**config.mk**
```make
export PLATFORM = sky130hd
export DESIGN_NAME = rst_strap_cfg
export DESIGN_NICKNAME = d
export VERILOG_FILES = /design/src/rtl/strap_cfg_pkg.sv /design/src/rtl/rst_width_filter.sv /design/src/rtl/strap_decode.sv /design/src/rtl/strap_hold.sv /design/src/rtl/rst_strap_cfg.sv
export SDC_FILE = /design/constraint.sdc
export NUM_CORES = 1
export LEC_CHECK = 0
export ABC_AREA = 0
export BUFFER_PORTS_ARGS = -buffer_cell sky130_fd_sc_hd__buf_2
export CORE_UTILIZATION = 45
export DETAILED_ROUTE_END_ITERATION = 16
export GPL_TIMING_DRIVEN = 1
export PLACE_DENSITY_LB_ADDON = 0.15
export SYNTH_ARGS = -nofsm -noshare
export SYNTH_HDL_FRONTEND = slang
export SYNTH_SLANG_ARGS = --single-unit
```
**constraint.sdc**
```tcl
create_clock -name clk -period 2.11 [get_ports clk]
set_clock_uncertainty 0.15 [all_clocks]
set_input_delay 0.211 -clock clk [delete_from_list [all_inputs] [get_ports clk]]
set_output_delay 0.211 -clock clk [all_outputs]
set_load 0.01 [all_outputs]
```
**src/rtl/strap_cfg_pkg.sv**
```systemverilog
package strap_cfg_pkg;

  localparam int ADV_W = 4;

  typedef enum logic [1:0] {
    LED_M1 = 2'd1,
    LED_M2 = 2'd2
  } led_mode_e;

  typedef struct packed {
    logic              iso;
    logic              rmii;
    logic              rmii_mst;
    logic              fiber;
    logic              aneg;
    logic              f100;
    logic              ffull;
    logic [ADV_W-1:0]  adv;
    led_mode_e         led;
    logic              clkout;
    logic              ctlfrm;
  } cfg_t;

  // power-up settings, matching the pull resistors on the pins
  function automatic cfg_t cfg_default();
    cfg_t c;
    c.iso      = 1'b0;
    c.rmii     = 1'b0;
    c.rmii_mst = 1'b0;
    c.fiber    = 1'b0;
    c.aneg     = 1'b1;
    c.f100     = 1'b0;
    c.ffull    = 1'b0;
    c.adv      = '1;
    c.led      = LED_M1;
    c.clkout   = 1'b0;
    c.ctlfrm   = 1'b0;
    return c;
  endfunction

endpackage

```
**src/rtl/rst_width_filter.sv**
```systemverilog
module rst_width_filter #(
  parameter int MIN_LOW_CYC = 25
) (
  input  logic clk,
  input  logic rst_pin_n,
  output logic held,
  output logic release_p
);
  localparam int CW = $clog2(MIN_LOW_CYC + 1);
  localparam logic [CW-1:0] LIM    = CW'(MIN_LOW_CYC);
  localparam logic [CW-1:0] LIM_M1 = CW'(MIN_LOW_CYC - 1);

  logic [CW-1:0] low_cnt = '0;
  logic          held_q  = 1'b0;

  always_ff @(posedge clk) begin
    if (rst_pin_n)
      low_cnt <= '0;
    else if (low_cnt != LIM)
      low_cnt <= low_cnt + 1'b1;
    held_q <= !rst_pin_n && (low_cnt >= LIM_M1);
  end

  assign held      = held_q;
  assign release_p = held_q && rst_pin_n;
endmodule

```
**src/rtl/strap_decode.sv**
```systemverilog
module strap_decode
  import strap_cfg_pkg::*;
#(
  parameter int ADDR_W = 5
) (
  input  logic [ADDR_W-1:0] pin_addr,
  input  logic              pin_an_en,
  input  logic              pin_an1,
  input  logic              pin_an0,
  input  logic              pin_fx_n,
  input  logic              pin_rmii,
  input  logic              pin_rmii_mst,
  input  logic              pin_led,
  input  logic              pin_clkout,
  input  logic              pin_ctlfrm,
  output cfg_t              cfg
);
  logic fiber, aneg;

  always_comb begin
    fiber = !pin_fx_n;
    aneg  = pin_fx_n && pin_an_en;

    cfg.iso      = (pin_addr == '0);
    cfg.rmii     = pin_rmii;
    cfg.rmii_mst = pin_rmii && pin_rmii_mst;
    cfg.fiber    = fiber;
    cfg.aneg     = aneg;
    cfg.f100     = fiber ? 1'b1 : (aneg ? 1'b0 : pin_an1);
    cfg.ffull    = aneg ? 1'b0 : pin_an0;
    cfg.adv      = '0;
    if (aneg) begin
      unique case ({pin_an1, pin_an0})
        2'b00:   cfg.adv = 4'b0011;
        2'b01:   cfg.adv = 4'b1100;
        2'b10:   cfg.adv = 4'b1000;
        default: cfg.adv = 4'b1111;
      endcase
    end
    cfg.led    = pin_led ? LED_M2 : LED_M1;
    cfg.clkout = pin_clkout;
    cfg.ctlfrm = pin_ctlfrm;
  end
endmodule

```
**src/rtl/strap_hold.sv**
```systemverilog
module strap_hold
  import strap_cfg_pkg::*;
#(
  parameter int ADDR_W = 5
) (
  input  logic              clk,
  input  logic              capture,
  input  logic              in_rst,
  input  logic              sw_rst,
  input  logic              wr_en,
  input  logic [ADDR_W-1:0] wr_addr,
  input  logic [ADDR_W-1:0] pin_addr,
  input  cfg_t              cfg_in,
  output logic [ADDR_W-1:0] live_addr,
  output cfg_t              cfg_q
);
  localparam logic [ADDR_W-1:0] DEF_ADDR = ADDR_W'(1);

  logic [ADDR_W-1:0] saved_addr = DEF_ADDR;
  logic [ADDR_W-1:0] addr_q     = DEF_ADDR;
  cfg_t              cfg_r      = cfg_default();

  always_ff @(posedge clk) begin
    if (capture) begin
      saved_addr <= pin_addr;
      addr_q     <= pin_addr;
      cfg_r      <= cfg_in;
    end else if (!in_rst) begin
      if (sw_rst)
        addr_q <= saved_addr;
      else if (wr_en)
        addr_q <= wr_addr;
    end
  end

  assign live_addr = addr_q;
  assign cfg_q     = cfg_r;
endmodule

```
**src/rtl/rst_strap_cfg.sv**
```systemverilog
module rst_strap_cfg
  import strap_cfg_pkg::*;
#(
  parameter int ADDR_W      = 5,
  parameter int MIN_LOW_CYC = 25
) (
  input  logic              clk,
  input  logic              hw_rst_n,
  input  logic              sw_rst,
  input  logic              addr_wr_en,
  input  logic [ADDR_W-1:0] addr_wr_data,
  input  logic [ADDR_W-1:0] strap_addr,
  input  logic              strap_an_en,
  input  logic              strap_an1,
  input  logic              strap_an0,
  input  logic              strap_fx_n,
  input  logic              strap_rmii,
  input  logic              strap_rmii_mst,
  input  logic              strap_led,
  input  logic              strap_clkout,
  input  logic              strap_ctlfrm,
  output logic              dev_rst,
  output logic [ADDR_W-1:0] phy_addr,
  output logic              isolate,
  output logic              rmii_mode,
  output logic              rmii_master,
  output logic              fiber_mode,
  output logic              aneg_en,
  output logic              force_100,
  output logic              force_full,
  output logic [3:0]        adv_abil,
  output logic [1:0]        led_mode,
  output logic              clkout_en,
  output logic              ctlfrm_en
);
  logic release_p;
  cfg_t cfg_dec, cfg_now;

  rst_width_filter #(.MIN_LOW_CYC(MIN_LOW_CYC)) u_filt (
    .clk       (clk),
    .rst_pin_n (hw_rst_n),
    .held      (dev_rst),
    .release_p (release_p)
  );

  strap_decode #(.ADDR_W(ADDR_W)) u_dec (
    .pin_addr     (strap_addr),
    .pin_an_en    (strap_an_en),
    .pin_an1      (strap_an1),
    .pin_an0      (strap_an0),
    .pin_fx_n     (strap_fx_n),
    .pin_rmii     (strap_rmii),
    .pin_rmii_mst (strap_rmii_mst),
    .pin_led      (strap_led),
    .pin_clkout   (strap_clkout),
    .pin_ctlfrm   (strap_ctlfrm),
    .cfg          (cfg_dec)
  );

  strap_hold #(.ADDR_W(ADDR_W)) u_hold (
    .clk       (clk),
    .capture   (release_p),
    .in_rst    (dev_rst),
    .sw_rst    (sw_rst),
    .wr_en     (addr_wr_en),
    .wr_addr   (addr_wr_data),
    .pin_addr  (strap_addr),
    .cfg_in    (cfg_dec),
    .live_addr (phy_addr),
    .cfg_q     (cfg_now)
  );

  assign isolate     = cfg_now.iso;
  assign rmii_mode   = cfg_now.rmii;
  assign rmii_master = cfg_now.rmii_mst;
  assign fiber_mode  = cfg_now.fiber;
  assign aneg_en     = cfg_now.aneg;
  assign force_100   = cfg_now.f100;
  assign force_full  = cfg_now.ffull;
  assign adv_abil    = cfg_now.adv;
  assign led_mode    = cfg_now.led;
  assign clkout_en   = cfg_now.clkout;
  assign ctlfrm_en   = cfg_now.ctlfrm;
endmodule

```
==> out/qor.txt, run 1 <==
outcome - completed
prevailing post-synth register cell - edfxtp_1
H-tree depth - 2
Slew headroom - 70.1%
worst path arrival time - 1.50 ns
Most Crowded Layer GR - met2
hold crit path type - input port to flip-flop
syn nets - 123
ant diodes - 0
RePlAce Congestion - 0.751
Rows - 18
Max stage delay cell, worst path - dlygate4sd3_1
buffer depth of the longest clock path - 2
core area - 0.00257 sq mm
Final period util - 69.6%
worst skew pair latency - 0.32 ns
largest net degree at the start of global routing - 17
number of synthesized flops with an enable pin - 24
grt ovf - 0
CTS tree - done
synth cell count leaders - edfxtp_1, nor2_1, inv_1, nand3_1
dpl cell area - 0.00151 sq mm
Pwr Density - 636 mW/mm^2
placed insts - 165
Reg area - 841 sq um
met2 usage - 31.1%
area delta synth->final - 31.8%
clock sink count - 30
Fillers - 219
first-pass GRT wire length - 3.46 mm
RSZ-0062 raised after global routing - no
top cells by area, synth - edfxtp_1, dfxtp_1, ha_1, mux2i_1, nor2_1
CP top delay family - buffers and inverters
Final HPWL DP - 1.75 mm
#FFs+latches synth - 30
syn avg cell area - 13.5 sq um
total count of hold-check failures in the final report - 0
Seq/Total Area, Yosys - 66.4%
initial core utilization - 49.3%
cells along the critical path - dlygate4sd3_1 > buf_2 > or4_1 > nor2_1
Max Slew Vio Count - 0
Max Fclk - 681 MHz
# port buffers - 43
1st-iter DRT viols - 15
Max IR drop VDD - 0.000442 V
asr flop ratio synth - 0%
DR DRC count - 0
Max Cap Viol - 0
met1 GRT Util - 17.6%
Die Span X - 55.0 um
die area - 0.00303 sq mm
dpl ws - 0.653 ns
number of global-route vias before repair - 793
Post-DRT Antenna Nets - 0
clock root cell - clkbuf_4
Post-CTS Resized - 0
Core Util, Final - 65.0%
initial antenna violation count - 0
die height - 55.0 um
slew at the pin closest to its max-slew limit - 0.448 ns
Synth cell types - 24
Synth Instances - 94
final wirelength - 2.43 mm
cell with the most instances after synthesis - edfxtp_1
Final Cell Area - 0.00167 sq mm
io pins - 44
All-Layer GR Usage - 18.2%
crit end category - flip-flop
Yosys top cell by area - edfxtp_1
Num CTS Buffers - 5
Warnings, synthesis - 0
First-pass DRT Iterations - 4
worst endpoint required time - 2.14 ns
Setup Crit Path Kind - input port to flip-flop
multi-input logic area - 374 sq um
Max FO, Critical Path - 3
Mapped Area - 0.00127 sq mm
Worst-path clk slew - 0.08 ns
worst setup margin - 0.641 ns
Avg Vias per Cell - 4.78
crit start category - input port
WL per Instance - 13.2 um
Final nets - 182
Final Setup Violations - 0
Synth top area share - 56.9%
CP peak stage delay - 0.53 ns
worst path buffer plus inverter count - 2
vias after detailed routing - 880
Post-Layout Cell Count - 184
ratio of cells with drive above 1 in the final layout - 35.7%
Final min period - 1.47 ns
Setup TNS - 0 ns
Leakage - 0.718 nW
GR Util met3 - 9.56%
[timing repair]
item                                    in CTS  in global routing
endpoints found under the setup margin       0                  0
hold endpoints to repair                    12                  0
setup buffers                                0                  0
hold buffers                                11                  0
[layout by cell type, fill, tap and decap left out, types with 2 or more instances in the layout]
| master | Yosys | layout |
|---|---|---|
| buf_2 | 1 | 43 |
| edfxtp_1 | 24 | 24 |
| dlygate4sd3_1 | 0 | 11 |
| nor2_1 | 10 | 10 |
| inv_1 | 7 | 7 |
| nand3_1 | 7 | 7 |
| mux2i_1 | 6 | 6 |
| o21ai_0 | 6 | 6 |
| ha_1 | 6 | 6 |
| dfxtp_1 | 6 | 6 |
| clkbuf_4 | 0 | 5 |
| nor2b_1 | 3 | 3 |
| nand2_1 | 2 | 2 |
| mux2_2 | 2 | 2 |
| nand2b_1 | 2 | 2 |
| buf_4 | 2 | 2 |
[layout make-up]
type	count	share of cell area [%]
flip-flops and latches	30	50.4
multi-input cells	53	22.4
repair buffers	56	20.4
clock buffers	6	2.47
well taps	30	2.25
inverters	7	1.57
clock inverters	2	0.525
[power by group]
group / switching [mW] / internal, mW
clock: 0.186 / 0.125
combinational: 0.0446 / 0.0509
sequential: 0.00664 / 0.649
total: 0.237 / 0.825
[state kept, by name (all words and copies together), names as in the netlist]
| register | count |
|---|---|
| u_hold.live_addr | 5 |
| u_filt.low_cnt | 5 |
| u_hold.cfg_q | 14 |
| u_filt.held | 1 |
| u_hold.saved_addr | 5 |
[stage by stage]
step	hold slack, ns	total power, mW
2_1_floorplan	0.160	0.710
3_3_place_gp	0.238	0.744
3_5_place_dp	0.245	0.749
4_1_cts	0.0318	1.07
5_1_grt	0.0414	1.12
6_report	0.0561	1.06
[routing by layer]
| metal | vias to the layer above | wire length (um) |
|---|---|---|
| met5 | - | 0 |
| met4 | 0 | 42 |
| met3 | 6 | 181 |
| met2 | 32 | 1240 |
| met1 | 393 | 961 |
| li1 | 449 | - |
[path summary, 6_finish.rpt]
path                      from                   to  slack [ns]  depth (start not counted)
min reg2reg  u_filt.low_cnt[4]          u_filt.held        0.32                          2
max reg2reg        u_filt.held  u_hold.live_addr[3]        0.65                          2
max              strap_addr[2]     u_hold.cfg_q[14]        0.64                          4
min                strap_an_en      u_hold.cfg_q[8]        0.06                          2
[kinds of logic (layout without fill, tap and decap cells)]
logic type               Yosys count  after routing  synth area share, %
multiplexers                       9              9                 7.71
AO/OA/AOI/OAI                      8              8                 3.36
flip-flops                        30             30                 66.4
buffers and inverters             11             71                 4.05
AND/OR/NAND/NOR                   29             29                 11.9
adder cells (fa/ha/maj)            6              6                 5.93
XOR/XNOR                           1              1                0.692
Note: power is estimated with default switching activity, not from simulation.
==> inputs of run 2 (changes only) <==
==> constraint.sdc (replaced) <==
create_clock -name clk -period 1.51 [get_ports clk]
set_clock_uncertainty 0.15 [all_clocks]
set_input_delay 0.151 -clock clk [delete_from_list [all_inputs] [get_ports clk]]
set_output_delay 0.151 -clock clk [all_outputs]
set_load 0.01 [all_outputs]
==> out/qor.txt, run 2 (synthesis gave the netlist of run 1 again) <==
outcome - completed
sequential share of power - 61.8%
hold_ws - 0.0428 ns
cells along the critical path - ha_1 > and4b_4 > mux2_4
area delta synth->final - 34.1%
worst path arrival time - 1.50 ns
First-pass DRT Iterations - 3
R2R Setup Slk - 0.07 ns
largest net degree at the start of global routing - 20
Max Cap Viol - 0
Stages on worst setup path - 3
CTS tree - done
Final HPWL DP - 1.67 mm
number of global-route vias before repair - 823
Worst-path clk slew - 0.09 ns
Sw Share - 21.3%
hold crit path type - input port to flip-flop
DR DRC count - 0
CP peak stage delay - 0.43 ns
vias after detailed routing - 886
Leakage - 0.732 nW
Cell Int Power - 1.17 mW
ant diodes - 0
end of the critical path - u_filt.low_cnt[0]
worst skew pair latency - 0.32 ns
initial antenna violation count - 0
crit start category - flip-flop
setup repair bufs after CTS - 0
clock sink count - 30
initial core utilization - 49.3%
Post-DRT Antenna Nets - 0
RSZ-0062 raised after global routing - no
Avg Vias per Cell - 4.74
slew at the pin closest to its max-slew limit - 0.271 ns
crit end category - flip-flop
core area - 0.00257 sq mm
R2R Path End - u_filt.low_cnt[0]
Final Setup Violations - 0
Setup crit start - u_filt.low_cnt[0]
Reg area - 842 sq um
Worst R2R Path Depth - 3
Max IR drop VDD - 0.000663 V
io pins - 44
Max FO, Critical Path - 6
total count of hold-check failures in the final report - 0
Final nets - 185
Total Power - 1.48 mW
Die Span X - 55.0 um
Max stage delay cell, worst path - dfxtp_1
# port buffers - 43
Final period util - 95.4%
Slew headroom - 81.9%
Rows - 18
ratio of cells with drive above 1 in the final layout - 36.9%
Setup Crit Path Kind - flip-flop to flip-flop
buffer depth of the longest clock path - 2
Sw Pwr - 0.316 mW
1st-iter DRT viols - 9
multi-input logic area - 378 sq um
die height - 55.0 um
Final min period - 1.44 ns
WL per Instance - 12.2 um
most frequent cells in the layout - buf_2, edfxtp_1, dlygate4sd3_1, nor2_1
H-tree depth - 2
worst path buffer plus inverter count - 0
grt ovf - 0
All-Layer GR Usage - 18.1%
Fillers - 207
clock root cell - clkbuf_4
CP top delay family - flip-flops
Core Util, Final - 66.1%
reg2reg start - u_filt.low_cnt[0]
Max Fclk - 694 MHz
Combinational Power Share - 9.1%
Clk pwr share - 29.0%
final wirelength - 2.28 mm
worst endpoint required time - 1.57 ns
first-pass GRT wire length - 3.53 mm
Pwr Density - 873 mW/mm^2
Largest register FFs - 14
RePlAce Congestion - 0.727
commonest non-fill, non-tap cell in the layout - buf_2
Setup TNS - 0 ns
Max Slew Vio Count - 0
die area - 0.00303 sq mm
Num CTS Buffers - 5
[run 2: cell types whose count changed in the layout (fill, tap and decap cells not counted)]
cell           before  now
clkbuf_1            1    3
dfxtp_2             0    1
dlygate4sd3_1      11   12
buf_4               2    4
o21bai_1            1    0
dfxtp_1             6    5
clkinv_1            1    0
o21bai_2            0    1
clkinv_2            1    0
[run 2: power groups by stage]
stage / sequential (mW) / combinational (mW) / clock [mW]
4_1_cts: 0.917 / 0.137 / 0.443
3_5_place_dp: 0.936 / 0.112 / 0
2_1_floorplan: 0.940 / 0.0523 / 0
6_report: 0.917 / 0.135 / 0.430
5_1_grt: 0.920 / 0.152 / 0.490
3_3_place_gp: 0.935 / 0.107 / 0
[run 2: layer usage]
metal | share of wire, % | wire length [um] | GRT usage (%) | up-vias
met2 | 49 | 1120 | 28.5 | 32
met4 | 2.2 | 49 | 10.0 | 0
met1 | 41 | 938 | 20.2 | 392
met5 | 0 | 0 | 0 | -
li1 | - | - | - | 454
met3 | 7.6 | 172 | 8.20 | 8
[run 2: tightest hold or removal path, delay by kind of cell]
family / cells / cell delay (ns)
muxes: 1 / 0.05
buffers and inverters: 1 / 0.08
AOI/OAI and AO/OA: 1 / 0.13
[run 2: through the flow]
stage,cells,worst slack [ns],instance area (sq um)
6_report,187,0.0688,1700
5_1_grt,187,0.0107,1700
2_1_floorplan,94,0.0731,1270
3_3_place_gp,167,0.160,1530
4_1_cts,187,0.0664,1700
3_5_place_dp,167,0.0808,1530
[run 2: repair_timing]
item / 4_1_cts / 5_1_grt
endpoints found under the hold margin: 15 / 0
hold buffers: 12 / 0
resized for setup: 0 / 0
[run 2: worst min path at each step]
stage | from | end | depth (start not counted)
floorplan | strap_ctlfrm | u_hold.cfg_q[0] | 0
global placement | strap_ctlfrm | u_hold.cfg_q[0] | 1
detailed placement | strap_clkout | u_hold.cfg_q[1] | 1
CTS | addr_wr_data[4] | u_hold.live_addr[4] | 3
global route | addr_wr_data[1] | u_hold.live_addr[1] | 3
finish | addr_wr_data[4] | u_hold.live_addr[4] | 3
[run 2: final cells by class]
cell class,instances,share of cell area [%]
sequential,30,49.6
multi-input combinational,53,22.3
timing repair buffer,59,21.5
clock buffer,8,2.87
tap,30,2.21
inverter,7,1.55
==> inputs of run 3 (changes only) <==
--- a/config.mk
+++ b/config.mk
@@ -11,6 +11,7 @@
 export DETAILED_ROUTE_END_ITERATION = 16
 export GPL_TIMING_DRIVEN = 1
 export PLACE_DENSITY_LB_ADDON = 0.15
+export SETUP_SLACK_MARGIN = 0.4
 export SYNTH_ARGS = -nofsm -noshare
 export SYNTH_HDL_FRONTEND = slang
 export SYNTH_SLANG_ARGS = --single-unit
==> out/qor.txt, run 3 (synthesis gave the netlist of run 1 again) <==
clock root cell - clkbuf_4
commonest non-fill, non-tap cell in the layout - buf_2
Final nets - 196
DR DRC count - 0
CP peak stage delay - 0.39 ns
Die Span X - 55.0 um
Max Slew Vio Count - 0
# port buffers - 43
Setup TNS - 0 ns
initial core utilization - 49.3%
crit end category - flip-flop
die area - 0.00303 sq mm
outcome - completed
Post-DRT Antenna Nets - 0
initial antenna violation count - 0
number of global-route vias before repair - 858
first-pass GRT wire length - 3.80 mm
worst skew pair latency - 0.33 ns
core area - 0.00257 sq mm
First-pass DRT Iterations - 4
RePlAce Congestion - 0.745
Cell Int Power - 1.17 mW
All-Layer GR Usage - 19.2%
Max stage delay cell, worst path - dfxtp_4
Combinational Power Share - 10.4%
worst setup margin - 0.193 ns
sequential share of power - 59.7%
vias after detailed routing - 973
Max IR drop VDD - 0.000642 V
dpl ws - 0.173 ns
CP top delay family - flip-flops
largest net degree at the start of global routing - 16
Max FO, Critical Path - 4
Setup Crit Path Kind - flip-flop to flip-flop
die height - 55.0 um
Pwr Density - 822 mW/mm^2
Clk pwr share - 29.9%
buffer depth of the longest clock path - 2
worst path buffer plus inverter count - 0
placed insts - 165
1st-iter DRT viols - 36
Final min period - 1.32 ns
Num CTS Buffers - 5
Slew headroom - 88.8%
hold crit path type - input port to flip-flop
WL per Instance - 13.1 um
Worst-path clk slew - 0.10 ns
worst path arrival time - 1.40 ns
io pins - 44
Max Cap Viol - 0
Sw Share - 24.0%
Fillers - 184
CTS tree - done
Avg Vias per Cell - 4.91
Final Cell Area - 0.00187 sq mm
Post-Layout Cell Count - 198
Final period util - 87.2%
clock sink count - 30
Core Util, Final - 72.7%
cells along the critical path - ha_4 > and4b_4 > mux2_4
grt ovf - 0
crit start category - flip-flop
H-tree depth - 2
total count of hold-check failures in the final report - 0
Rows - 18
Max Fclk - 759 MHz
slew at the pin closest to its max-slew limit - 0.163 ns
dpl cell area - 0.00155 sq mm
Sw Pwr - 0.368 mW
Largest register FFs - 14
ant diodes - 0
ratio of cells with drive above 1 in the final layout - 47.0%
area delta synth->final - 47.4%
worst endpoint required time - 1.59 ns
Leakage - 0.806 nW
final wirelength - 2.59 mm
Final HPWL DP - 1.53 mm
most frequent cells in the layout - buf_2, edfxtp_1, dlygate4sd3_1, nor2_1, buf_4
Final Setup Violations - 0
RSZ-0062 raised after global routing - yes
==> run 3: what timing repair did <==
action	in CTS	in global routing
setup buffers	10	1
cloned	1	0
pin swaps	1	1
hold buffers	13	0
gates resized for setup	8	5
endpoints found under the setup margin	54	53
hold endpoints to repair	16	0
==> run 3: through the flow <==
step                total power, mW  hold slack, ns
floorplan                     0.995          0.0999
global placement               1.05           0.184
detailed placement             1.05           0.186
CTS                            1.53          0.0132
global route                   1.59          0.0336
finish                         1.53          0.0213
==> run 3: final cells by class <==
class	instances	area, sq um	share of cell area (%)
flip-flops and latches	30	850	45.5
repair buffers	69	468	25.1
multi-input cells	54	432	23.1
clock buffers	5	37.5	2.01
well taps	30	37.5	2.01
inverters	7	26.3	1.41
clock inverters	3	16.3	0.871
==> run 3: final timing paths <==
path / endpoint / start / slack, ns / depth (start not counted)
setup / recovery: u_filt.low_cnt[0] / u_filt.low_cnt[0] / 0.19 / 3
hold reg to reg: u_filt.held / u_filt.low_cnt[4] / 0.31 / 2
setup reg to reg: u_filt.low_cnt[0] / u_filt.low_cnt[0] / 0.19 / 3
hold / removal: u_hold.live_addr[1] / addr_wr_data[1] / 0.02 / 3
==> run 3: metal layers <==
layer	wire, um	track usage, %	vias to the layer above
li1	-	-	478
met1	1050	22.1	450
met2	1320	30.7	36
met3	158	6.83	9
met4	68	10.8	0
met5	0	0	-
==> run 3: worst reg2reg max path, delay by kind of cell (launching register included) <==
| family | cells | cell delay [ns] |
|---|---|---|
| adders and majority gates | 1 | 0.13 |
| muxes | 1 | 0.29 |
| DFF | 1 | 0.39 |
| and+or+nand+nor | 1 | 0.25 |
==> run 3: power by group through the flow <==
stage	combinational, mW	sequential [mW]	clock, mW
2_1_floorplan	0.0554	0.940	0
3_3_place_gp	0.110	0.935	0
3_5_place_dp	0.114	0.935	0
4_1_cts	0.155	0.915	0.465
5_1_grt	0.177	0.918	0.490
6_report	0.159	0.916	0.459
